===== src/rtl/irq_agg_pkg.sv =====
package irq_agg_pkg;

  typedef enum logic [2:0] {
    REG_CTL   = 3'd0,
    REG_CFLAG = 3'd1,
    REG_PMASK = 3'd2,
    REG_PORT  = 3'd3,
    REG_PEN   = 3'd4,
    REG_PFLAG = 3'd5,
    REG_RX    = 3'd6,
    REG_TX    = 3'd7
  } regSel_e;

  // Control register bit positions
  localparam int CTL_TIMER_EN  = 0;
  localparam int CTL_EXT_EN    = 1;
  localparam int CTL_PORT_EN   = 2;
  localparam int CTL_EXT_RISE  = 3;
  localparam int CTL_GROUP_EN  = 6;
  localparam int CTL_GLOBAL_EN = 7;
  localparam int CTL_W         = 8;

  // Core flag bit positions
  localparam int CF_TIMER = 0;
  localparam int CF_EXT   = 1;
  localparam int CF_PORT  = 2;
  localparam int CF_W     = 3;

  typedef struct packed {
    logic wrCtl;
    logic clrCore;
    logic wrPortMask;
    logic rdPort;
    logic wrPeriphEn;
    logic clrPeriph;
    logic rdRx;
    logic wrTx;
  } strobes_t;

endpackage


===== src/rtl/irq_agg_ctrl.sv =====
module irq_agg_ctrl
  import irq_agg_pkg::*;
(
  input  logic       clk,
  input  logic       rst,
  input  logic       busSel,
  input  logic       busWr,
  input  logic [2:0] busAddr,
  output strobes_t   stb
);

  logic isRead;
  logic isWrite;

  assign isRead  = busSel & ~busWr;
  assign isWrite = busSel & busWr;

  always_comb begin
    stb            = '0;
    stb.wrCtl      = isWrite && (busAddr == REG_CTL);
    stb.clrCore    = isWrite && (busAddr == REG_CFLAG);
    stb.wrPortMask = isWrite && (busAddr == REG_PMASK);
    stb.rdPort     = isRead  && (busAddr == REG_PORT);
    stb.wrPeriphEn = isWrite && (busAddr == REG_PEN);
    stb.clrPeriph  = isWrite && (busAddr == REG_PFLAG);
    stb.rdRx       = isRead  && (busAddr == REG_RX);
    stb.wrTx       = isWrite && (busAddr == REG_TX);
  end

  // one side effect per bus cycle
  a_r12_single_strobe: assert property (@(posedge clk) disable iff (rst)
    $onehot0(stb))
    else $error("a_r12_single_strobe");

  // no strobe without a bus access
  a_r12_idle_quiet: assert property (@(posedge clk) disable iff (rst)
    !busSel |-> (stb == '0))
    else $error("a_r12_idle_quiet");

endmodule


===== src/rtl/irq_agg_dp.sv =====
module irq_agg_dp
  import irq_agg_pkg::*;
#(
  parameter int PORT_W     = 8,
  parameter int NUM_PERIPH = 14,
  parameter int RX_IDX     = 1,
  parameter int TX_IDX     = 2,
  parameter int DATA_W     = 16
)(
  input  logic                  clk,
  input  logic                  rst,
  input  strobes_t              stb,
  input  logic [2:0]            busAddr,
  input  logic [DATA_W-1:0]     busWdata,
  output logic [DATA_W-1:0]     busRdata,
  input  logic                  timerTick,
  input  logic                  extPin,
  input  logic [PORT_W-1:0]     portIn,
  input  logic [NUM_PERIPH-1:0] periphEvt,
  output logic                  irq
);

  logic [CTL_W-1:0]      ctlReg;
  logic [CF_W-1:0]       coreFlag;
  logic [PORT_W-1:0]     portMask;
  logic [PORT_W-1:0]     portSnap;
  logic [NUM_PERIPH-1:0] periphEn;
  logic [NUM_PERIPH-1:0] periphFlag;
  logic                  extPrev;

  logic                  extRiseEv;
  logic                  extFallEv;
  logic                  extEv;
  logic [PORT_W-1:0]     pinChg;
  logic                  portEv;
  logic [CF_W-1:0]       coreEvt;
  logic [CF_W-1:0]       coreClr;
  logic [CF_W-1:0]       coreEnVec;
  logic [NUM_PERIPH-1:0] periphClr;
  logic                  coreHit;
  logic                  periphHit;

  // edge detection on the external pin
  assign extRiseEv = extPin & ~extPrev;
  assign extFallEv = ~extPin & extPrev;
  assign extEv     = ctlReg[CTL_EXT_RISE] ? extRiseEv : extFallEv;

  // per-pin comparison against the snapshot
  for (genvar p = 0; p < PORT_W; p++) begin : g_pin
    assign pinChg[p] = portMask[p] & (portIn[p] ^ portSnap[p]);
  end
  assign portEv = |pinChg;

  always_comb begin
    coreEvt           = '0;
    coreEvt[CF_TIMER] = timerTick;
    coreEvt[CF_EXT]   = extEv;
    coreEvt[CF_PORT]  = portEv;
  end

  assign coreClr = stb.clrCore ? busWdata[CF_W-1:0] : '0;

  // side-effect clears for the two peripheral data registers
  always_comb begin
    periphClr = stb.clrPeriph ? busWdata[NUM_PERIPH-1:0] : '0;
    if (stb.rdRx) periphClr[RX_IDX] = 1'b1;
    if (stb.wrTx) periphClr[TX_IDX] = 1'b1;
  end

  if (NUM_PERIPH < DATA_W) begin : g_spare
    logic unusedHigh;
    assign unusedHigh = ^busWdata[DATA_W-1:NUM_PERIPH];
  end

  always_ff @(posedge clk or posedge rst) begin
    if (rst) begin
      ctlReg     <= '0;
      coreFlag   <= '0;
      portMask   <= '0;
      portSnap   <= '0;
      periphEn   <= '0;
      periphFlag <= '0;
      extPrev    <= 1'b0;
    end else begin
      extPrev    <= extPin;
      // set after clear, so an event wins a collision
      coreFlag   <= (coreFlag & ~coreClr) | coreEvt;
      periphFlag <= (periphFlag & ~periphClr) | periphEvt;
      if (stb.wrCtl)      ctlReg   <= busWdata[CTL_W-1:0];
      if (stb.wrPortMask) portMask <= busWdata[PORT_W-1:0];
      if (stb.wrPeriphEn) periphEn <= busWdata[NUM_PERIPH-1:0];
      if (stb.rdPort)     portSnap <= portIn;
    end
  end

  // two-level gating of the request
  always_comb begin
    coreEnVec           = '0;
    coreEnVec[CF_TIMER] = ctlReg[CTL_TIMER_EN];
    coreEnVec[CF_EXT]   = ctlReg[CTL_EXT_EN];
    coreEnVec[CF_PORT]  = ctlReg[CTL_PORT_EN];
  end
  assign coreHit   = |(coreFlag & coreEnVec);
  assign periphHit = |(periphFlag & periphEn);
  assign irq       = ctlReg[CTL_GLOBAL_EN] &
                     (coreHit | (ctlReg[CTL_GROUP_EN] & periphHit));

  // read-back multiplexer
  always_comb begin
    busRdata = '0;
    case (busAddr)
      REG_CTL:   busRdata[CTL_W-1:0]      = ctlReg;
      REG_CFLAG: busRdata[CF_W-1:0]       = coreFlag;
      REG_PMASK: busRdata[PORT_W-1:0]     = portMask;
      REG_PORT:  busRdata[PORT_W-1:0]     = portIn;
      REG_PEN:   busRdata[NUM_PERIPH-1:0] = periphEn;
      REG_PFLAG: busRdata[NUM_PERIPH-1:0] = periphFlag;
      default:   busRdata = '0;
    endcase
  end

  // timer flag latches regardless of enable
  a_r2_timer_latch: assert property (@(posedge clk) disable iff (rst)
    timerTick |=> coreFlag[CF_TIMER])
    else $error("a_r2_timer_latch");

  // a flag is only lost through a software clear
  a_r3_flag_holds: assert property (@(posedge clk) disable iff (rst)
    (coreFlag[CF_TIMER] && !(stb.clrCore && busWdata[CF_TIMER])) |=> coreFlag[CF_TIMER])
    else $error("a_r3_flag_holds");

  // rising edge with rising select sets the external flag
  a_r6_rise_sets: assert property (@(posedge clk) disable iff (rst)
    (ctlReg[CTL_EXT_RISE] && extPin && !extPrev) |=> coreFlag[CF_EXT])
    else $error("a_r6_rise_sets");

  // a port read re-arms the detector with the pins seen
  a_r8_rearm: assert property (@(posedge clk) disable iff (rst)
    stb.rdPort |=> (portSnap == $past(portIn)))
    else $error("a_r8_rearm");

  // receive read clears its flag unless a new event arrives
  a_r9_rx_clear: assert property (@(posedge clk) disable iff (rst)
    (stb.rdRx && !periphEvt[RX_IDX]) |=> !periphFlag[RX_IDX])
    else $error("a_r9_rx_clear");

  // transmit write clears its flag unless a new event arrives
  a_r9_tx_clear: assert property (@(posedge clk) disable iff (rst)
    (stb.wrTx && !periphEvt[TX_IDX]) |=> !periphFlag[TX_IDX])
    else $error("a_r9_tx_clear");

  // an event always leaves its flag set
  for (genvar k = 0; k < NUM_PERIPH; k++) begin : g_evchk
    a_r10_event_wins: assert property (@(posedge clk) disable iff (rst)
      periphEvt[k] |=> periphFlag[k])
      else $error("a_r10_event_wins");
  end

endmodule


===== src/rtl/irq_aggregator.sv =====
module irq_aggregator
  import irq_agg_pkg::*;
#(
  parameter int PORT_W     = 8,
  parameter int NUM_PERIPH = 14,
  parameter int RX_IDX     = 1,
  parameter int TX_IDX     = 2,
  parameter int DATA_W     = 16
)(
  input  logic                  clk,
  input  logic                  rst,
  input  logic                  busSel,
  input  logic                  busWr,
  input  logic [2:0]            busAddr,
  input  logic [DATA_W-1:0]     busWdata,
  output logic [DATA_W-1:0]     busRdata,
  input  logic                  timerTick,
  input  logic                  extPin,
  input  logic [PORT_W-1:0]     portIn,
  input  logic [NUM_PERIPH-1:0] periphEvt,
  output logic                  irq
);

  strobes_t stb;

  irq_agg_ctrl u_ctrl (
    .clk     (clk),
    .rst     (rst),
    .busSel  (busSel),
    .busWr   (busWr),
    .busAddr (busAddr),
    .stb     (stb)
  );

  irq_agg_dp #(
    .PORT_W     (PORT_W),
    .NUM_PERIPH (NUM_PERIPH),
    .RX_IDX     (RX_IDX),
    .TX_IDX     (TX_IDX),
    .DATA_W     (DATA_W)
  ) u_dp (
    .clk       (clk),
    .rst       (rst),
    .stb       (stb),
    .busAddr   (busAddr),
    .busWdata  (busWdata),
    .busRdata  (busRdata),
    .timerTick (timerTick),
    .extPin    (extPin),
    .portIn    (portIn),
    .periphEvt (periphEvt),
    .irq       (irq)
  );

endmodule


===== config.mk =====
export PLATFORM = sky130hd
export DESIGN_NAME = irq_aggregator
export DESIGN_NICKNAME = d
export VERILOG_FILES = /design/src/rtl/irq_agg_pkg.sv /design/src/rtl/irq_agg_ctrl.sv /design/src/rtl/irq_agg_dp.sv /design/src/rtl/irq_aggregator.sv
export SDC_FILE = /design/constraint.sdc
export NUM_CORES = 1
export LEC_CHECK = 0
export ABC_AREA = 1
export ABC_CLOCK_PERIOD_IN_PS = 1800
export BUFFER_PORTS_ARGS = -buffer_cell sky130_fd_sc_hd__buf_2
export CAP_MARGIN = 40
export CORE_AREA = 5 5 124 67
export CTS_CLUSTER_DIAMETER = 120
export DETAILED_ROUTE_END_ITERATION = 8
export DIE_AREA = 0 0 129 72
export GPL_TIMING_DRIVEN = 0
export SLEW_MARGIN = 5
export SYNTH_ARGS = -nofsm -noshare
export SYNTH_HDL_FRONTEND = slang
export SYNTH_SLANG_ARGS = --single-unit
export TNS_END_PERCENT = 100

===== constraint.sdc =====
create_clock -name clk -period 1.8 [get_ports clk]
set_input_delay 0.18 -clock clk [delete_from_list [all_inputs] [get_ports clk]]
set_output_delay 0.18 -clock clk [all_outputs]
set_load 0.02 [all_outputs]

==> Yosys cells after proc, flatten, opt, wreduce, memory -nomap -nowiden <==
Index checks and enable logic that the tools add are counted.
{ "word_totals": {"reg_bits": 56, "inputBits": 47, "out_inout_bits": 17} }
{ "op_classes": {"eq_ne": 7, "mux": 8, "n_bitwise": 34, "n_reduce_logical": 12} }
{ "op_table": {"columns": ["op", "count"], "rows": [
  ["14-bit bitwise AND", 2],
  ["5-bit one-hot mux with 5 select lines", 1],
  ["3-bit one-hot mux with 6 select lines", 1],
  ["1-bit bitwise AND", 14],
  ["14-bit 2-to-1 mux", 1],
  ["14-bit inverter", 1],
  ["14-bit OR", 1],
  ["14-bit OR reduction", 1],
  ["3-bit equality test (second input constant)", 4],
  ["6-bit one-hot mux with 2 select lines", 1],
  ["1-bit logical AND", 8],
  ["8-bit OR reduction", 1],
  ["1-bit bitwise XOR", 8],
  ["3-bit bitwise AND", 2],
  ["3-bit by 2-bit equality test with 1-bit output (second input constant)", 2],
  ["3-bit by 1-bit equality test with 1-bit output (second input constant)", 1],
  ["3-bit logical NOT", 1],
  ["1-bit 2-to-1 mux", 3],
  ["3-bit 2-to-1 mux", 1],
  ["1-bit inverter", 3],
  ["3-bit inverter", 1],
  ["3-bit OR", 1],
  ["3-bit OR reduction", 1],
  ["1-bit OR", 1]
]} }

==> Depth between registers and ports, before layout <==
Gate-level depths: netlist (run 1).
{ "logic_depth": {"depth_word": 7, "ltp_mapped": 8} }

==> Hierarchy <==
Synthesis (run 1) repeated with hierarchy kept, for this count alone.
{ "hier_totals": {"hier_cells": 367, "area_unflattened_um2": 2877.8} }
{ "modules_own_cells": {"columns": ["module", "instances", "cells_each", "area_per_inst_um2", "seq_area_each_um2"], "rows": [
  ["irq_agg_dp", 1, 346, 2793.9, 1401.3],
  ["irq_agg_ctrl", 1, 21, 83.8, 0.0]
]} }

==> Worst setup path before layout (run 1) <==
Ideal clock, no wire load.
{ "synth_timing": {"path_kind": "reg-to-output", "from": "register u_dp.periphFlag[10]", "to": "output irq", "arrival_time_ps": 963, "required_time_ps": 1620, "setup_slack_ps": 657, "path_stages_with_launch": 7, "cell_sequence": "dfrtp_1 nand2_1 nand2_1 nor2_1 nand2_1 o21ai_0 a21oi_1"} }
{ "synth_between": {"elab_chain_len": 5} }
{ "synth_lines": {"columns": ["item", "line_no", "text"], "rows": [
  ["from (decl)", "irq_agg_dp.sv:28", "logic [NUM_PERIPH-1:0] periphFlag;"],
  ["from (signal assigned)", "irq_agg_dp.sv:88", "periphFlag <= (periphFlag & ~periphClr) | periphEvt;"],
  ["14-bit bitwise AND", "irq_agg_dp.sv:104", "assign periphHit = |(periphFlag & periphEn);"],
  ["14-bit OR reduction", "irq_agg_dp.sv:104", null],
  ["1-bit bitwise AND", "irq_agg_dp.sv:106", "(coreHit | (ctlReg[CTL_GROUP_EN] & periphHit));"],
  ["1-bit OR", "irq_agg_dp.sv:106", null],
  ["1-bit bitwise AND", "irq_agg_dp.sv:105", "assign irq = ctlReg[CTL_GLOBAL_EN] &"],
  ["to (decl)", "irq_aggregator.sv:21", "output logic irq"]
]} }
No other way between the ends.

==> Final worst setup path (run 1) <==
{ "layout_timing": {"from": "register u_dp.periphFlag[9]", "to": "output irq"} }
The elaborated chain is that of the path after synthesis.

==> metrics, run 1 <==
status finished clean; Ports 64; CP Class flop to output pin; largest vdd supply drop 352 uV; Reg clk slew, reported paths around 70 ps; power share of the clock group 0.299; Required @ worst endpoint about 1600 ps; count of different cell masters after synthesis 28; die area 9290 sq um; Synth top cells by count 117 x nand2_1, 56 x dfrtp_1, 38 x inv_1, 36 x o21ai_0, 15 x nor2_1; Longest Clk Path Bufs 2; Row Count 22; Final HPWL DP approximately 6200 um; max cap viols 0; Worst Path Arrival 1510 ps; DR iter-0 viols 167; Die Span Y 72 um; H-tree lvl count 2; crit path max-delay cell type dfrtp_1; Place WS approximately 190 ps; Final WS setup approximately 110 ps; Clk Latency, worst-skew pair 300 ps; # setup viols final 0; Clock Skew ~3.5 ps; Total Routing Usage GR 0.175; Rel. slew slack 0.563; Yosys top cell area share 0.486; dominant synthesized flop cell dfrtp_1; Power Dens Cells just over 900 nW/um^2; Final GP Congestion roughly 0.85; area growth from synthesis to layout 20.1%; # port buffers 58; switching power around 0.98 mW; DR vias about 2600; Worst-Margin Slew about 650 ps; fin crit share 0.938; Yosys top cell by area dfrtp_1; DRT Pass-1 Iters 5; EDFF count, synth 0; clk root buf clkbuf_16; Antenna Nets Post-Route 0; Nets ~470; Crit path largest cell delay around 410 ps; grt ovf 0; part of the power in registers 0.493; total power ~3.2 mW; Avg Synthesized Cell Area slightly above 8 sq um; share of cells above drive strength 1 0.262; critical path fanouts, max 3; Startpoint Class flop; Mapped Area around 2900 sq um; Worst setup EP type output pin; Starting Density 0.406; Synth Warn # 0; CTS buffer count 5; switching share of power 0.306; chip width approximately 130 um; share of synthesized flip-flops with an asynchronous set or reset 1.00; vias per inst around 5; unrepaired setup endpoints after global routing false; diode count 0; Most common cell on crit path nand2_1; Mapped Cells roughly 350; WP buf/inv 1; cell family with most CP delay flip-flops; P_leak 1.80 nW; vias in the first global route 2425; final WL roughly 7800 um; initial antenna violation count 0; leading cell type by number of instances after synthesis nand2_1; # clock sinks 56; combinational cell fraction of total power 0.208; Hold Crit Class input pin to flop; first-pass GRT wire length roughly 12000 um; TritonCTS clock tree done; detailed-route DRC error count 0; crit path cell chain nand2_1, nand2_1, nor2_1, nand2_1, o21ai_1, a21oi_1, buf_2; Area contributors post-synth dfrtp_1 49%, nand2_1 15%, o21ai_0 6.3%; register area share after synthesis 0.486; Max Slew Vio Count 0; routed length per instance between 15 and 20 um; Int Pwr roughly 2.2 mW; minimum clock period after layout about 1700 ps; core footprint about 7100 sq um; final hold violations 0; Synth Register Bits 56; Fmax just under 0.6 GHz; largest net degree at the start of global routing 39
cell usage in the layout, fill, tap and decap left out, drive strengths merged, types with 2 or more instances in the layout:
| master | netlist | routed |
|---|---|---|
| clkbuf | 0 | 6 |
| a21oi | 5 | 5 |
| nand3 | 12 | 12 |
| buf | 10 | 69 |
| inv | 41 | 41 |
| o21ai | 56 | 56 |
| nand2 | 121 | 121 |
| conb | 1 | 2 |
| clkinv | 1 | 2 |
| a22oi | 7 | 7 |
| or2 | 4 | 4 |
| a22o | 7 | 7 |
| mux2 | 3 | 3 |
| a31o | 2 | 2 |
| nor2 | 17 | 17 |
| nand4 | 6 | 6 |
| dfrtp | 56 | 56 |
routing by layer:
layer,track usage,up-vias,routed length (um)
li1,-,1277,-
met3,0.0404,7,496
met5,0,-,0
met2,0.237,67,3130
met1,0.277,1244,4150
met4,0.0454,0,62
flip-flops by register name, summed over array words and instances, names as in the netlist:
signal / cells
u_dp.coreFlag: 3
u_dp.ctlReg: 8
u_dp.extPrev: 1
u_dp.periphEn: 14
u_dp.periphFlag: 14
u_dp.portMask: 8
u_dp.portSnap: 8
cell families after synthesis:
logic type             Yosys count  share of synthesized area
AOI/OAI and AO/OA               79                      0.174
other                            1                    0.00130
muxes                            3                     0.0117
and+or+nand+nor                161                      0.240
buffers and inverters           52                     0.0873
DFF                             56                      0.486
power groups by stage:
stage	combinational (mW)	sequential [mW]	clock [mW]
floorplan	0.458	1.57	0
finish	0.667	1.58	0.957
global route	0.760	1.60	1.03
global placement	0.643	1.59	0
detailed placement	0.666	1.60	0
CTS	0.670	1.57	0.976
path summary, 6_finish.rpt:
check                                              from                             to  slack [ps]  depth (start not counted)
setup / recovery           u_dp.periphFlag[9]$_DFF_PP0_                            irq         110                          7
hold / removal                                   extPin         u_dp.extPrev$_DFF_PP0_          10                          1
max in group asynchronous                           rst   u_dp.periphFlag[0]$_DFF_PP0_         810                          4
min in group asynchronous                           rst  u_dp.periphFlag[12]$_DFF_PP0_         440                          3
setup reg to reg           u_dp.portSnap[6]$_DFFE_PP0P_     u_dp.coreFlag[2]$_DFF_PP0_         570                          5
hold reg to reg              u_dp.ctlReg[3]$_DFFE_PP0P_     u_dp.ctlReg[3]$_DFFE_PP0P_         500                          2
final cells by class:
cell class / instances / area (sq um)
clock buffers: 6 / 129
plain buffers: 10 / 92.6
flip-flops and latches: 56 / 1400
fillers: 715 / 3640
repair buffers: 60 / 320
clock inverters: 1 / 5.00
well taps: 96 / 120
multi-input cells: 245 / 1230
inverters: 42 / 159
stage by stage:
stage,std cells,utilization,hold slack (ps),instance area [sq um],setup TNS [ps]
detailed placement,508,0.467,215,3320,0
global placement,507,0.464,318,3300,-32100
finish,516,0.487,10.1,3460,0
global route,516,0.487,14.7,3460,0
CTS,516,0.487,10.2,3460,0
floorplan,353,-,211,2890,0
repair_timing:
action / 4_1_cts / 5_1_grt
endpoints found under the hold margin: 18 / 0
hold buffers: 1 / 0
resized for setup: 0 / 2
endpoints found under the setup margin: 0 / 1
buffers inserted: 0 / 0
(Power assumes the default switching activity.)
==> inputs of run 2 (changes only) <==
- ABC_AREA: 1 -> 0
- CORE_AREA: 5 5 124 67 -> 5 5 122 66
- DIE_AREA: 0 0 129 72 -> 0 0 127 71
- RECOVER_POWER: not set -> 50
==> run 2 against run 1 <==
  * Final cell count is 23% lower
  * Flip-flop and latch count unchanged
  * Setup slack worse by 31 ps
  * Power rose by 6.8%
  * Maximum frequency shrank 1.8%
  * Global-route usage fell by 0.85 points
  * Utilization grew 0.88 points
  * Critical path type unchanged
  * Critical endpoint unchanged
  * Highest routed layer unchanged
==> metrics, run 2 <==
Synth top cells by count 56 x dfrtp_1, 42 x mux2_2, 20 x nand2_1, 15 x a22oi_1, 15 x mux2i_1; Clk Latency, worst-skew pair 300 ps (about the same); Yosys top cell by area dfrtp_1; diode count 0 (unchanged); final hold violations 0 (unchanged); clk root buf clkbuf_16; total power 3.42 mW (+6.8%); Final GP Congestion 0.842 (-0.84%); Worst setup EP type output pin; vias per inst 5.28 (+5.0%); Reg clk slew, reported paths 70 ps (about the same); unrepaired setup endpoints after global routing true; Synth Warn # 0 (unchanged); Avg Synthesized Cell Area 12.2 sq um (+49%); Storage cell area 1400 sq um (unchanged); Nets 348 (-25%); Total Routing Usage GR 0.167 (-0.00847); detailed-route DRC error count 0 (unchanged); largest net degree at the start of global routing 34 (-13%); Ports 64 (unchanged); Hold Crit Class input pin to flop; Area contributors post-synth dfrtp_1 50%, mux2_2 17%, mux2i_1 5.3%; # port buffers 59 (+1.7%); Rel. slew slack 0.358 (-0.205); Antenna Nets Post-Route 0 (unchanged); H-tree lvl count 2 (unchanged); final WL 7200 um (-8.3%); area growth from synthesis to layout 23.6%; Mapped Cells 230 (-35%); routed length per instance 18.1 um (+19%); fin util 0.496 (+0.00875); hold path depth 1 (unchanged); Mapped Area 2810 sq um (-2.6%); # clock sinks 56 (unchanged); EDFF count, synth 0 (unchanged); worst reg-to-reg path cell count 4 (-1); largest vdd supply drop 387 uV (+10%); status finished clean; Required @ worst endpoint 1620 ps (about the same); Clock Skew 3.19 ps (-0.355 ps); Power Dens Cells 985 nW/um^2 (+6.6%); TNS Setup 0 ps (unchanged); count of different cell masters after synthesis 32 (+14%); Worst Path Arrival 1540 ps (+30 ps); chip width 127 um (-1.6%); vias in the first global route 2177 (-10%); worst hold slack 39.8 ps (+29.7 ps); critical path fanouts, max 3 (unchanged); Startpoint Class flop; share of cells above drive strength 1 0.447 (+0.185); Row Count 22 (unchanged); Longest Clk Path Bufs 2 (unchanged); max cap viols 0 (unchanged); Synth Register Bits 56 (unchanged); P_leak 1.52 nW (-15%); dominant synthesized flop cell dfrtp_1; most frequent cells in the layout 59 x buf_2, 56 x dfrtp_1, 42 x mux2_2, 20 x nand2_1, 15 x mux2i_1; Yosys top cell area share 0.499 (+0.0128); DR iter-0 viols 102 (-39%); commonest non-fill, non-tap cell in the layout buf_2; Max Slew Vio Count 0 (unchanged); Final HPWL DP 5530 um (-10%); core footprint 6990 sq um (-1.6%); Multi-input gate area 1370 sq um (+11%); Fmax 0.582 GHz (-1.8%); Fillers 676 (-5.5%); initial antenna violation count 0 (unchanged); die area 9020 sq um (-2.9%); minimum clock period after layout 1720 ps (+31.3 ps); CTS buffer count 5 (unchanged); share of synthesized flip-flops with an asynchronous set or reset 1.00 (unchanged); Die Span Y 71 um (-1.4%); largest registers u_dp.periphEn: 14 flops, u_dp.periphFlag: 14 flops; leading cell type by number of instances after synthesis dfrtp_1; DRT Pass-1 Iters 4 (-1); fin crit share 0.955 (+0.0174); first-pass GRT wire length 11600 um (-7.1%); grt ovf 0 (unchanged); # setup viols final 0 (unchanged); Starting Density 0.402 (-0.00417); CP Class flop to output pin; Worst-Margin Slew 962 ps (+312 ps); register area share after synthesis 0.499 (+0.0128); TritonCTS clock tree done; DR vias 2101 (-19%)
## run 2: worst paths after layout
path                                               start                            end  slack (ps)
max in group asynchronous                            rst  u_dp.periphFlag[13]$_DFF_PP0_         460
min in group asynchronous                            rst   u_dp.portSnap[3]$_DFFE_PP0P_         630
setup / recovery           u_dp.periphEn[12]$_DFFE_PP0P_                            irq          80
hold reg to reg             u_dp.periphFlag[7]$_DFF_PP0_   u_dp.periphFlag[7]$_DFF_PP0_         510
hold / removal                                    extPin         u_dp.extPrev$_DFF_PP0_          40
setup reg to reg            u_dp.portSnap[1]$_DFFE_PP0P_     u_dp.coreFlag[2]$_DFF_PP0_         510
## run 2: critical path, cell delays in order, from the launching register on
cell and delay [ps]:
dfrtp_1 410, a22oi_2 210, nand2_1 80, o31ai_2 250, a21boi_1 110, buf_4 180
## run 2: per-stage QoR
stage               worst slack (ps)  instance area, sq um  std cells
finish                          80.4                  3470        398
floorplan                        249                  2810        231
CTS                             10.3                  3430        396
detailed placement              34.1                  3250        387
global route                   -2.07                  3470        398
global placement                -507                  3230        386
## run 2: cell families (layout without fill, tap and decap cells)
logic type	count (synthesis)	after routing	synth area share
other	1	2	0.00134
multiplexers	60	60	0.246
buffers and inverters	15	86	0.0294
AND/OR/NAND/NOR	45	45	0.0824
flip-flops	56	56	0.499
AO/OA/AOI/OAI	45	45	0.117
XOR/XNOR	8	8	0.0250
## run 2: per-layer routing
metal / vias to the layer above / GRT usage / share of wire
met5: - / 0 / 0
met4: 0 / 0.0440 / 0.014
met3: 10 / 0.0528 / 0.067
met2: 53 / 0.221 / 0.39
met1: 1054 / 0.258 / 0.53
li1: 984 / - / -
## run 2: cell type report
| type | instances | area share |
|---|---|---|
| Buffer | 11 | 0.0209 |
| Clock buffer | 6 | 0.0400 |
| Clock inverter | 2 | 0.00397 |
| Inverter | 4 | 0.00433 |
| Multi-Input combinational cell | 160 | 0.394 |
| Sequential cell | 56 | 0.404 |
| Tap cell | 96 | 0.0346 |
| Timing Repair Buffer | 63 | 0.0981 |
## run 2: power by group
group          total (mW)  switching, mW  internal [mW]
sequential           1.63          0.168           1.47
clock                1.02          0.465          0.558
combinational       0.762          0.353          0.408
## run 2: timing repair
| action | CTS | global route |
|---|---|---|
| endpoints found under the setup margin | 1 | 10 |
| hold buffers | 1 | 0 |
| pin swaps | 2 | 5 |
| resized for setup | 6 | 7 |
| hold endpoints to repair | 23 | 0 |
| setup buffers | 0 | 2 |
